$ cat src/rtl/stkw_pkg.sv
package stkw_pkg;

    localparam int SLOT_W = 3;
    localparam int NUM_OPS = 6;
    localparam int FRAME_N = 6;

    localparam logic [SLOT_W-1:0] SLOT_PCL  = 3'd0;
    localparam logic [SLOT_W-1:0] SLOT_PCH  = 3'd1;
    localparam logic [SLOT_W-1:0] SLOT_CC   = 3'd4;
    localparam logic [SLOT_W-1:0] SLOT_BYTE = 3'd5;

    // Request order doubles as priority order (index 0 wins)
    typedef enum logic [2:0] {
        K_PUSH1 = 3'd0,
        K_PULL1 = 3'd1,
        K_CALL  = 3'd2,
        K_RET   = 3'd3,
        K_INT   = 3'd4,
        K_RTI   = 3'd5
    } op_kind_e;

    function automatic logic [2:0] op_len(op_kind_e k);
        case (k)
            K_CALL, K_RET: return 3'd2;
            K_INT,  K_RTI: return 3'd5;
            default:       return 3'd1;
        endcase
    endfunction

endpackage

$ cat src/rtl/stkw_req_arb.sv
module stkw_req_arb #(
    parameter int N = 6,
    localparam int IW = $clog2(N)
) (
    input  logic [N-1:0]  req_vec,
    output logic          any_req,
    output logic [IW-1:0] pick
);
    // Lowest index has highest priority
    always_comb begin
        any_req = |req_vec;
        pick    = '0;
        for (int i = N - 1; i >= 0; i--) begin
            if (req_vec[i]) pick = IW'(i);
        end
    end
endmodule

$ cat src/rtl/stkw_slot_map.sv
module stkw_slot_map
    import stkw_pkg::*;
(
    input  op_kind_e          kind,
    input  logic [2:0]        idx,
    output logic [SLOT_W-1:0] slot,
    output logic              is_push
);
    always_comb begin
        slot    = SLOT_BYTE;
        is_push = 1'b0;
        case (kind)
            K_PUSH1: begin slot = SLOT_BYTE;        is_push = 1'b1; end
            K_PULL1: begin slot = SLOT_BYTE;        is_push = 1'b0; end
            K_CALL:  begin slot = SLOT_PCL + idx;   is_push = 1'b1; end
            K_RET:   begin slot = SLOT_PCH - idx;   is_push = 1'b0; end
            K_INT:   begin slot = SLOT_PCL + idx;   is_push = 1'b1; end
            K_RTI:   begin slot = SLOT_CC - idx;    is_push = 1'b0; end
            default: begin slot = SLOT_BYTE;        is_push = 1'b0; end
        endcase
    end
endmodule

$ cat src/rtl/stkw_ptr_step.sv
module stkw_ptr_step #(
    parameter int OFS_W  = 6,
    parameter int ADDR_W = 13,
    parameter logic [ADDR_W-OFS_W-1:0] BASE_HI = 7'b0000011
) (
    input  logic [OFS_W-1:0]  ofs,
    input  logic              is_push,
    output logic [ADDR_W-1:0] ptr_addr,
    output logic [ADDR_W-1:0] acc_addr,
    output logic [OFS_W-1:0]  ofs_next
);
    logic [OFS_W-1:0] ofs_up;
    logic [OFS_W-1:0] ofs_dn;

    always_comb begin
        ofs_up   = ofs + 1'b1;
        ofs_dn   = ofs - 1'b1;
        ptr_addr = {BASE_HI, ofs};
        // push writes at the free slot, pull reads the slot above it
        acc_addr = is_push ? {BASE_HI, ofs} : {BASE_HI, ofs_up};
        ofs_next = is_push ? ofs_dn : ofs_up;
    end
endmodule

$ cat src/rtl/stack_window_unit.sv
module stack_window_unit
    import stkw_pkg::*;
#(
    parameter int DATA_W = 8,
    parameter int OFS_W  = 6,
    parameter int ADDR_W = 13,
    parameter logic [ADDR_W-OFS_W-1:0] BASE_HI = 7'b0000011
) (
    input  logic              clk,
    input  logic              rst_n,
    input  logic              rsp_req,
    input  logic              push_req,
    input  logic              pull_req,
    input  logic              call_req,
    input  logic              ret_req,
    input  logic              int_req,
    input  logic              rti_req,
    input  logic [DATA_W-1:0] push_data,
    input  logic [DATA_W-1:0] pcl_in,
    input  logic [DATA_W-1:0] pch_in,
    input  logic [DATA_W-1:0] x_in,
    input  logic [DATA_W-1:0] a_in,
    input  logic [DATA_W-1:0] cc_in,
    input  logic [DATA_W-1:0] mem_rdata,
    output logic [ADDR_W-1:0] mem_addr,
    output logic              mem_we,
    output logic              mem_re,
    output logic [DATA_W-1:0] mem_wdata,
    output logic              pop_valid,
    output logic [SLOT_W-1:0] pop_slot,
    output logic [DATA_W-1:0] pop_data,
    output logic [ADDR_W-1:0] sp_addr,
    output logic              busy,
    output logic              done
);
    localparam int PICK_W = $clog2(NUM_OPS);

    typedef struct packed {
        logic [OFS_W-1:0]                ofs;
        logic                            busy;
        logic                            done;
        op_kind_e                        kind;
        logic [2:0]                      idx;
        logic [FRAME_N-1:0][DATA_W-1:0]  frame;
    } st_t;

    st_t st_q, st_d;

    logic [NUM_OPS-1:0] req_vec;
    logic               any_req;
    logic [PICK_W-1:0]  pick;
    logic [SLOT_W-1:0]  slot;
    logic               is_push;
    logic [ADDR_W-1:0]  ptr_addr;
    logic [ADDR_W-1:0]  acc_addr;
    logic [OFS_W-1:0]   ofs_next;
    logic               last_acc;

    assign req_vec = {rti_req, int_req, ret_req, call_req, pull_req, push_req};

    stkw_req_arb #(.N(NUM_OPS)) arb_i (
        .req_vec (req_vec),
        .any_req (any_req),
        .pick    (pick)
    );

    stkw_slot_map map_i (
        .kind    (st_q.kind),
        .idx     (st_q.idx),
        .slot    (slot),
        .is_push (is_push)
    );

    stkw_ptr_step #(
        .OFS_W   (OFS_W),
        .ADDR_W  (ADDR_W),
        .BASE_HI (BASE_HI)
    ) ptr_i (
        .ofs      (st_q.ofs),
        .is_push  (is_push),
        .ptr_addr (ptr_addr),
        .acc_addr (acc_addr),
        .ofs_next (ofs_next)
    );

    assign last_acc = (st_q.idx == op_len(st_q.kind) - 3'd1);

    always_comb begin
        st_d      = st_q;
        st_d.done = 1'b0;
        if (rsp_req) begin
            st_d.ofs  = '1;
            st_d.busy = 1'b0;
            st_d.idx  = '0;
        end else if (st_q.busy) begin
            st_d.ofs = ofs_next;
            if (last_acc) begin
                st_d.busy = 1'b0;
                st_d.done = 1'b1;
                st_d.idx  = '0;
            end else begin
                st_d.idx = st_q.idx + 3'd1;
            end
        end else if (any_req) begin
            st_d.busy  = 1'b1;
            st_d.kind  = op_kind_e'(pick);
            st_d.idx   = '0;
            st_d.frame = {push_data, cc_in, a_in, x_in, pch_in, pcl_in};
        end
    end

    always_ff @(posedge clk or negedge rst_n) begin
        if (!rst_n) begin
            st_q       <= '0;
            st_q.ofs   <= '1;
            st_q.kind  <= K_PUSH1;
        end else begin
            st_q <= st_d;
        end
    end

    always_comb begin
        mem_we    = st_q.busy && is_push && !rsp_req;
        mem_re    = st_q.busy && !is_push && !rsp_req;
        mem_addr  = st_q.busy ? acc_addr : ptr_addr;
        mem_wdata = (slot < SLOT_W'(FRAME_N)) ? st_q.frame[slot] : '0;
        pop_valid = mem_re;
        pop_slot  = slot;
        pop_data  = mem_rdata;
        sp_addr   = ptr_addr;
        busy      = st_q.busy;
        done      = st_q.done;
    end

endmodule

$ cat config.mk
export PLATFORM = sky130hd
export DESIGN_NAME = stack_window_unit
export DESIGN_NICKNAME = d
export VERILOG_FILES = /design/src/rtl/stkw_pkg.sv /design/src/rtl/stkw_req_arb.sv /design/src/rtl/stkw_slot_map.sv /design/src/rtl/stkw_ptr_step.sv /design/src/rtl/stack_window_unit.sv
export SDC_FILE = /design/constraint.sdc
export NUM_CORES = 1
export LEC_CHECK = 0
export ABC_AREA = 1
export CAP_MARGIN = 30
export CORE_MARGIN = 2
export CORE_UTILIZATION = 40
export DETAILED_ROUTE_END_ITERATION = 12
export PLACE_DENSITY = 0.71
export SLEW_MARGIN = 10
export SYNTH_ARGS = -nofsm -noshare
export SYNTH_HDL_FRONTEND = slang
export SYNTH_SLANG_ARGS = --single-unit
$ cat constraint.sdc
create_clock -name clk -period 2 [get_ports clk]
set_input_delay 0.3 -clock clk [delete_from_list [all_inputs] [get_ports clk]]
set_output_delay 0.3 -clock clk [all_outputs]
set_load 0.05 [all_outputs]
==> flow_metrics.env, run 1 <==
export IMPL_io_pins=115
export IMPL_cap_viol_max_count=0
export IMPL_final_cell_mix="nand2_1 (179), clkdlybuf4s50_1 (57), dfrtp_1 (53)"
export IMPL_final_common_cell="nand2_1"
export IMPL_htreeDepth=3
export IMPL_min_period_ns=2.34
export IMPL_syn_area_per_cell_sq_um=7.35
export IMPL_dieArea_sq_um=9810
export IMPL_cp_data_required_time_ns=1.70
export IMPL_grt_max_degree=63
export IMPL_crit_top_cell="nand2_2"
export IMPL_antenna_cells=0
export IMPL_slowest_delay_ns=0.46
export IMPL_cts_made_buffers=9
export IMPL_netlist_area_sq_um=3610
export IMPL_p_sw_w=0.00284
export IMPL_pwr_share_comb_pct=57.2
export IMPL_status="finished with violations"
export IMPL_clk_latency_ns=0.35
export IMPL_power_frac_seq_pct=27.9
export IMPL_period_share_pct=117
export IMPL_slew_violations=0
export IMPL_ys_ff_latch=62
export IMPL_setup_ws_ns=-0.337
export IMPL_rows=34
export IMPL_areaGrowthSynthToFinish_pct=44.3
export IMPL_fin_area_sq_um=5220
export IMPL_core_sq_um=8760
export IMPL_vias_per_cell=4.98
export IMPL_crit_slowest_cell="dfrtp_2"
export IMPL_peakVddDrop_uv=515
export IMPL_hp_class="flip-flop to flip-flop"
export IMPL_rsz0062_at_grt="true"
export IMPL_placed_area_sq_um=4750
export IMPL_via_count=3494
export IMPL_place_inst=668
export IMPL_p_int_w=0.00359
export IMPL_clockBufferDepth=2
export IMPL_crit_path_start_kind="flip-flop"
export IMPL_yosys_area_top_type_share_pct=38.8
export IMPL_root_buffer="clkbuf_8"
export IMPL_drtIter0Drc=199
export IMPL_endpoint_kind="output port"
export IMPL_dp_hpwl_mm=7.00
export IMPL_fp_dieW_microns=99.1
export IMPL_antenna_found_initial=0
export IMPL_grt_pass1_vias=3403
export IMPL_cts_sinks=62
export IMPL_worstSetupPathType="flip-flop to output port"
export IMPL_tns_ns=-3.17
export IMPL_initial_core_util_pct=41.2
export IMPL_worstPathCellList="buf_4 > nand2_2 > nand4_1 > nand2_2 > nor2_4 > buf_6 > nor2_4 > nand2_2 > nand2_4 > buf_12"
export IMPL_p_leak_nw=2.57
export IMPL_drc=0
export IMPL_violations="negative setup slack"
export IMPL_clock_skew_final_ns=0.0112
export IMPL_nets=657
export IMPL_dieHeight_microns=99.1
export IMPL_path_max_fanout=7
export IMPL_routabilityCongestion=0.890
export IMPL_gr_usage_all_layers_pct=21.3
export IMPL_overflow=0
export IMPL_post_drt_wl_per_cell_microns=14.3
export IMPL_yosysWarnings=0
export IMPL_instances_no_fill=701
export IMPL_cts_tree="yes"
export IMPL_power_density_nw_per_um2=1230
export IMPL_finish_utilization_pct=59.5
export IMPL_first_pass_iters=5
export IMPL_cts_reportedPaths_clkPinSlew_ns=0.07
export IMPL_ant_nets=0
export IMPL_yosysSeqAreaShare_pct=43.1
export IMPL_pwr_share_clk_pct=15.0
export IMPL_finalSetupViolCount=16
export IMPL_fmax_mhz=428
export IMPL_grt_pass1_wl_mm=16.7
export IMPL_cp_arrival_ns=2.04
export IMPL_io_buffers=84
export IMPL_synth_cell_types=32
export IMPL_nFillCells=759
export IMPL_swShare_pct=44.2
export IMPL_syn_inst=492
export IMPL_synth_largest_area_cell="dfrtp_1"
export IMPL_totalWireLength_mm=10.1
export IMPL_synth_area_top_cells="dfrtp_1 (39%), nand2_1 (21%), buf_4 (6.6%)"
export IMPL_drive_gt1_share_pct=23.9
export IMPL_final_hold_viol_count=0
## flip-flops by register name, summed over array words and instances (netlist names)
register / count
st_q: 60
done: 1
busy: 1
## kinds of logic (layout without fill, tap and decap cells)
| family | count (synthesis) | count (layout) | synth area share [%] |
|---|---|---|---|
| other cells | 2 | 14 | 0.208 |
| flops | 62 | 62 | 43.1 |
| fa+ha+maj | 4 | 4 | 1.38 |
| simple gates | 284 | 285 | 33.4 |
| compound gates | 43 | 43 | 6.65 |
| buf+inv | 89 | 177 | 13.3 |
| xor+xnor | 8 | 8 | 1.94 |
## synth_stat cells, drive strengths merged
cell and n:
buf 42, a221oi 1, nor2 16, a31oi 1
xor2 7, a21oi 4, conb 2, a22oi 1
xnor2 1, clkinv 1, nand4 20, dfrtp 56
clkbuf 5, dfstp 6, nand3 41, o21ai 33
o2111ai 1, nor3 2, inv 41, o22ai 2
ha 4, nand2 205
## stage by stage
stage                     total power [W]  setup slack, ns  hold slack, ns
final                             0.00643           -0.337           0.479
after global routing              0.00680           -0.372           0.495
after CTS                         0.00629           -0.253           0.477
after detailed placement          0.00515          0.00410           0.341
after global placement            0.00509           0.0522           0.337
after floorplan                   0.00387           0.0185         0.00441
## worst paths after layout
kind                                      start              endpoint  slack, ns  cells past startpoint
hold / removal             st_q[27]$_DFFE_PN0P_  st_q[27]$_DFFE_PN0P_       0.48                      2
max in group asynchronous                 rst_n  st_q[58]$_DFFE_PN1P_       1.20                      3
hold reg to reg            st_q[27]$_DFFE_PN0P_  st_q[27]$_DFFE_PN0P_       0.48                      2
min in group asynchronous                 rst_n  st_q[48]$_DFFE_PN0P_       0.49                      3
setup / recovery           st_q[52]$_DFFE_PN0P_          mem_wdata[0]      -0.34                     10
setup reg to reg                 busy$_DFF_PN0_  st_q[31]$_DFFE_PN0P_       0.54                      6
## routing by layer
| metal | GRT usage [%] | vias to the layer above | share of wire (%) |
|---|---|---|---|
| met5 | 0 | - | 0 |
| met4 | 8.01 | 0 | 2.5 |
| met3 | 4.26 | 28 | 5.7 |
| met2 | 33.4 | 127 | 47 |
| met1 | 29.3 | 1618 | 45 |
| li1 | - | 1721 | - |
## critical path, delay by kind of cell (launching register included)
kind / cells / cell delay, ns
buffers and inverters: 3 / 0.41
DFF: 1 / 0.46
and+or+nand+nor: 7 / 0.79
## final cells by class
type                       count  area, sq um  area share, %
inverter                      42          168           3.21
multi-input combinational    354         1830           35.2
timing repair buffer         119         1360           26.0
sequential                    62         1560           30.0
clock buffer                  14          153           2.93
clock inverter                 2         10.0          0.192
tap                          108          135           2.59
## power groups by stage
stage                     logic, W  registers [W]  clock network [W]
final                      0.00368        0.00179           0.000963
after global placement     0.00330        0.00179                  0
after detailed placement   0.00335        0.00180                  0
after floorplan            0.00211        0.00176                  0
after CTS                  0.00353        0.00179           0.000969
after global routing       0.00394        0.00183            0.00104
## what timing repair did
item | CTS | global route
cloned | 1 | 0
endpoints found under the setup margin | 16 | 20
hold buffers | 1 | 0
pin swaps | 3 | 16
endpoints found under the hold margin | 56 | 0
gates resized for setup | 26 | 27
setup buffers | 8 | 7
(Power assumes the default switching activity.)
==> run 2, diff against run 1 <==
--- a/config.mk
+++ b/config.mk
@@ -7,7 +7,7 @@
 export LEC_CHECK = 0
 export ABC_AREA = 1
 export CAP_MARGIN = 30
-export CORE_MARGIN = 2
+export CORE_MARGIN = 4
 export CORE_UTILIZATION = 40
 export DETAILED_ROUTE_END_ITERATION = 12
 export PLACE_DENSITY = 0.71
==> flow_metrics.env, run 2 (synthesis results as in run 1) <==
export IMPL_drtIter0Drc=250
export IMPL_endpoint_kind="output port"
export IMPL_period_share_pct=113
export IMPL_grt_pass1_vias=3249
export IMPL_post_drt_wl_per_cell_microns=14.6
export IMPL_slew_violations=0
export IMPL_peakVddDrop_uv=489
export IMPL_hp_class="flip-flop to flip-flop"
export IMPL_root_buffer="clkbuf_8"
export IMPL_clock_skew_final_ns=0.0111
export IMPL_cts_reportedPaths_clkPinSlew_ns=0.07
export IMPL_status="finished with violations"
export IMPL_cts_made_buffers=9
export IMPL_wl_met1_mm=4.48
export IMPL_top_layer="met4"
export IMPL_gr_usage_all_layers_pct=18.9
export IMPL_dp_hpwl_mm=7.23
export IMPL_tns_ns=-2.34
export IMPL_cp_data_required_time_ns=1.70
export IMPL_wl_met2_mm=4.81
export IMPL_areaGrowthSynthToFinish_pct=48.0
export IMPL_final_hold_viol_count=0
export IMPL_min_period_ns=2.27
export IMPL_clk_latency_ns=0.34
export IMPL_drive_gt1_share_pct=26.0
export IMPL_final_cell_mix="nand2_1 (171), clkdlybuf4s50_1 (57), dfrtp_1 (54)"
export IMPL_worstSetupPathType="flip-flop to output port"
export IMPL_first_pass_iters=5
export IMPL_antenna_cells=0
export IMPL_violations="negative setup slack"
export IMPL_setup_ws_ns=-0.268
export IMPL_cp_arrival_ns=1.97
export IMPL_fp_dieW_microns=103
export IMPL_dieArea_sq_um=10600
export IMPL_crit_path_start_kind="flip-flop"
export IMPL_cts_sinks=62
export IMPL_pre_cts_ws_ns=0.0125
export IMPL_largest_reg_flops=60
export IMPL_vias_per_cell=5.06
export IMPL_initial_core_util_pct=41.2
export IMPL_cap_viol_max_count=0
export IMPL_place_inst=670
export IMPL_top_register="st_q"
export IMPL_totalWireLength_mm=10.3
export IMPL_antenna_found_initial=0
export IMPL_instances_no_fill=705
export IMPL_core_sq_um=8760
export IMPL_rsz0062_at_grt="true"
export IMPL_path_max_fanout=10
export IMPL_routabilityCongestion=0.927
export IMPL_fmax_mhz=441
export IMPL_grt_pass1_wl_mm=15.8
export IMPL_htreeDepth=3
export IMPL_grt_max_degree=63
export IMPL_io_pins=115
export IMPL_power_density_nw_per_um2=1250
export IMPL_finish_utilization_pct=61.0
export IMPL_cts_tree="yes"
export IMPL_nets=661
export IMPL_final_common_cell="nand2_1"
export IMPL_rows=34
export IMPL_io_buffers=84
export IMPL_clockBufferDepth=2
export IMPL_overflow=0
export IMPL_nFillCells=783
export IMPL_via_count=3570
export IMPL_finalSetupViolCount=11
export IMPL_dieHeight_microns=103
export IMPL_drc=0
export IMPL_ant_nets=0
export IMPL_p_leak_nw=2.62
export IMPL_wl_met3_microns=679
export IMPL_power_total_w=0.00666
-- run 2: routing by layer --
| metal | vias to the layer above | GRT usage, % |
|---|---|---|
| li1 | 1739 | - |
| met1 | 1656 | 26.4 |
| met2 | 141 | 28.7 |
| met3 | 34 | 3.18 |
| met4 | 0 | 8.57 |
| met5 | - | 0 |
-- run 2: final cells by class --
type	count	area, sq um	share of cell area [%]
inverter	42	181	3.39
timing repair buffer	122	1410	26.3
multi-input combinational	354	1880	35.1
clock inverter	5	50.0	0.936
timing repair inverter	1	6.26	0.117
sequential	62	1560	29.2
clock buffer	11	131	2.46
tap	108	135	2.53
-- run 2: per-stage QoR --
| stage | hold WS (ns) | cell area, sq um |
|---|---|---|
| global route | 0.496 | 5350 |
| finish | 0.483 | 5350 |
| detailed placement | 0.345 | 4760 |
| global placement | 0.336 | 4760 |
| floorplan | 0.00441 | 3740 |
| CTS | 0.483 | 5190 |
-- run 2: worst paths after layout --
path | endpoint | depth (start not counted) | start | slack (ns)
max in group asynchronous | st_q[60]$_DFFE_PN1P_ | 3 | rst_n | 1.20
min in group asynchronous | done$_DFF_PN0_ | 3 | rst_n | 0.49
hold / removal | st_q[43]$_DFFE_PN0P_ | 2 | st_q[43]$_DFFE_PN0P_ | 0.48
setup / recovery | mem_wdata[5] | 11 | st_q[52]$_DFFE_PN0P_ | -0.27
hold reg to reg | st_q[43]$_DFFE_PN0P_ | 2 | st_q[43]$_DFFE_PN0P_ | 0.48
setup reg to reg | st_q[59]$_DFFE_PN1P_ | 8 | st_q[58]$_DFFE_PN1P_ | 0.46
-- run 2: critical path: stages, from the launching register on --
cell and delay, ns:
dfrtp_1 0.41, inv_2 0.08, buf_6 0.12, nand3_1 0.09, nand2_2 0.09, nand2_2 0.09, o21ai_4 0.06, buf_12 0.14
nor2_4 0.23, nand2_2 0.11, nand2_4 0.08, buf_12 0.13
-- run 2: timing repair --
item | 4_1_cts | 5_1_grt
resized for setup | 38 | 32
gates cloned | 2 | 1
setup buffers | 10 | 5
pin swaps | 26 | 8
setup endpoints to repair | 15 | 19
endpoints found under the hold margin | 56 | 0
hold buffers | 1 | 0
-- run 2: power by group --
group	switching [W]	internal, W	total, W	leakage (nW)
clock	0.000480	0.000568	0.00105	0.0968
combinational	0.00217	0.00163	0.00380	1.76
sequential	0.000240	0.00157	0.00181	0.757
total	0.00289	0.00377	0.00666	2.62
==> run 3, diff against run 2 <==
--- a/config.mk
+++ b/config.mk
@@ -6,11 +6,9 @@
 export NUM_CORES = 1
 export LEC_CHECK = 0
 export ABC_AREA = 1
-export CAP_MARGIN = 30
-export CORE_MARGIN = 4
 export CORE_UTILIZATION = 40
 export DETAILED_ROUTE_END_ITERATION = 12
-export PLACE_DENSITY = 0.71
+export PLACE_DENSITY = 0.75
 export SLEW_MARGIN = 10
 export SYNTH_ARGS = -nofsm -noshare
 export SYNTH_HDL_FRONTEND = slang
==> flow_metrics.env, run 3 (synthesis results as in run 1) <==
export IMPL_status="finished with violations"
export IMPL_violations="negative setup slack"
export IMPL_max_slew_margin_pct=65.6
export IMPL_crit_path_start_kind="flip-flop"
export IMPL_final_common_cell="nand2_1"
export IMPL_clockBufferDepth=2
export IMPL_slowest_delay_ns=0.45
export IMPL_top_usage_layer="met2"
export IMPL_worstSetupPathType="flip-flop to output port"
export IMPL_cts_sinks=62
export IMPL_endpoint_kind="output port"
export IMPL_cts_made_buffers=9
export IMPL_p_sw_w=0.00283
export IMPL_power_total_w=0.00660
export IMPL_setup_ws_ns=-0.256
export IMPL_rows=34
export IMPL_totalWireLength_mm=9.64
export IMPL_rsz0062_at_grt="true"
export IMPL_worstMarginPinSlew_ns=0.514
export IMPL_top_register="st_q"
export IMPL_largest_reg_flops=60
export IMPL_power_density_nw_per_um2=1240
export IMPL_initial_core_util_pct=41.4
export IMPL_vias_per_cell=4.98
export IMPL_worstPathCellList="buf_12 > nand2_4 > nand2_2 > nand2_4 > nand3_4 > buf_12 > nand2_1 > nand3_2 > nand3_2 > nand2_4 > buf_12"
export IMPL_swShare_pct=42.8
export IMPL_nFillCells=732
export IMPL_io_buffers=84
export IMPL_pwr_share_clk_pct=16.8
export IMPL_power_frac_seq_pct=27.2
export IMPL_grt_pass1_wl_mm=16.2
export IMPL_peakVddDrop_uv=647
export IMPL_p_leak_nw=2.61
export IMPL_finalSetupViolCount=15
export IMPL_r2r_cells=6
export IMPL_final_cell_mix="nand2_1 (176), clkdlybuf4s50_1 (57), dfrtp_1 (51)"
export IMPL_antenna_found_initial=0
export IMPL_htreeDepth=3
export IMPL_core_sq_um=8720
export IMPL_p_int_w=0.00378
export IMPL_hp_class="input pin to async pin"
export IMPL_dp_hpwl_mm=6.89
export IMPL_cts_reportedPaths_clkPinSlew_ns=0.07
export IMPL_ant_nets=0
export IMPL_fp_dieW_microns=97.1
export IMPL_cp_arrival_ns=1.96
export IMPL_gr_usage_all_layers_pct=21.3
export IMPL_path_max_fanout=17
export IMPL_nets=660
export IMPL_drc=0
export IMPL_routabilityCongestion=0.890
export IMPL_layout_area_seq_sq_um=1570
export IMPL_grt_met2_usage_pct=35.2
export IMPL_via_count=3508
export IMPL_areaGrowthSynthToFinish_pct=46.8
export IMPL_root_buffer="clkbuf_8"
export IMPL_grt_max_degree=36
export IMPL_post_drt_wl_per_cell_microns=13.7
export IMPL_slew_violations=0
export IMPL_drtIter0Drc=214
export IMPL_antenna_cells=0
export IMPL_overflow=0
export IMPL_drive_gt1_share_pct=26.7
export IMPL_dieArea_sq_um=9420
export IMPL_io_pins=115
export IMPL_first_pass_iters=4
export IMPL_multi_input_area_sq_um=1870
export IMPL_clk_latency_ns=0.35
export IMPL_dieHeight_microns=97.1
export IMPL_cp_data_required_time_ns=1.70
export IMPL_period_share_pct=113
export IMPL_grtUsageMet3_pct=4.82
export IMPL_crit_slowest_cell="dfrtp_2"
export IMPL_clock_skew_final_ns=0.00639
export IMPL_min_period_ns=2.26
export IMPL_grt_pass1_vias=3462
export IMPL_pwr_share_comb_pct=56.0
export IMPL_met1_usage_pct=27.3
export IMPL_cts_tree="yes"
export IMPL_tns_ns=-2.24
export IMPL_fmax_mhz=443
export IMPL_cap_viol_max_count=0
export IMPL_final_hold_viol_count=0
## run 3: changes by cell type in the layout (fill, tap and decap cells not counted), sizes merged
cell	previous run	this run
clkinvlp	1	0
clkbuf	11	12
clkinv	6	4
inv	40	41
## run 3: power groups by stage
stage	Combinational (W)	Sequential, W	Clock [W]
floorplan	0.00211	0.00176	0
global route	0.00396	0.00182	0.00119
finish	0.00370	0.00179	0.00111
detailed placement	0.00329	0.00180	0
CTS	0.00357	0.00179	0.00112
global placement	0.00325	0.00179	0
## run 3: layer usage
| metal | vias up | part of all wire [%] |
|---|---|---|
| met4 | 0 | 2.9 |
| li1 | 1724 | - |
| met1 | 1632 | 44 |
| met2 | 122 | 49 |
| met3 | 30 | 5.0 |
| met5 | - | 0 |
## run 3: what timing repair did
item	CTS	global route
setup buffers	12	4
setup endpoints to repair	15	16
hold buffers	1	0
gates resized for setup	48	18
endpoints found under the hold margin	5	0
cloned	1	0
pin swaps	18	12
## run 3: worst paths after layout
path | from | end | slack, ns
max | st_q[53]$_DFFE_PN0P_ | mem_wdata[0] | -0.26
min | rst_n | st_q[27]$_DFFE_PN0P_ | 0.31
max reg2reg | st_q[56]$_DFFE_PN1P_ | st_q[60]$_DFFE_PN1P_ | 0.46
min reg2reg | st_q[9]$_DFFE_PN0P_ | st_q[9]$_DFFE_PN0P_ | 0.49
max in group asynchronous | rst_n | st_q[60]$_DFFE_PN1P_ | 1.06
min in group clk | a_in[3] | st_q[27]$_DFFE_PN0P_ | 0.48
## run 3: area by class of cell
cell class / instances / area share (%)
Clock inverter: 4 / 0.849
Timing Repair Buffer: 122 / 25.9
Multi-Input combinational cell: 354 / 35.2
Tap cell: 108 / 2.55
Clock buffer: 12 / 2.92
Sequential cell: 62 / 29.5
Inverter: 42 / 3.11
## run 3: metrics by stage
step           setup slack (ns)  cell area [sq um]  instances  util [%]  hold slack, ns
6_report                 -0.256               5310        704      60.9           0.311
5_1_grt                  -0.361               5310        704      60.9           0.321
4_1_cts                  -0.225               5220        700      59.9           0.308
3_5_place_dp           0.000618               4740        670      54.3           0.147
3_3_place_gp             0.0641               4740        670      54.3           0.144
2_1_floorplan            0.0185               3740        504         -         0.00441
## run 3: worst max-delay path: cells and delay by family (launching register included)
kind	cells	cell delay, ns
simple gates	8	0.71
buf+inv	3	0.46
flops	1	0.45
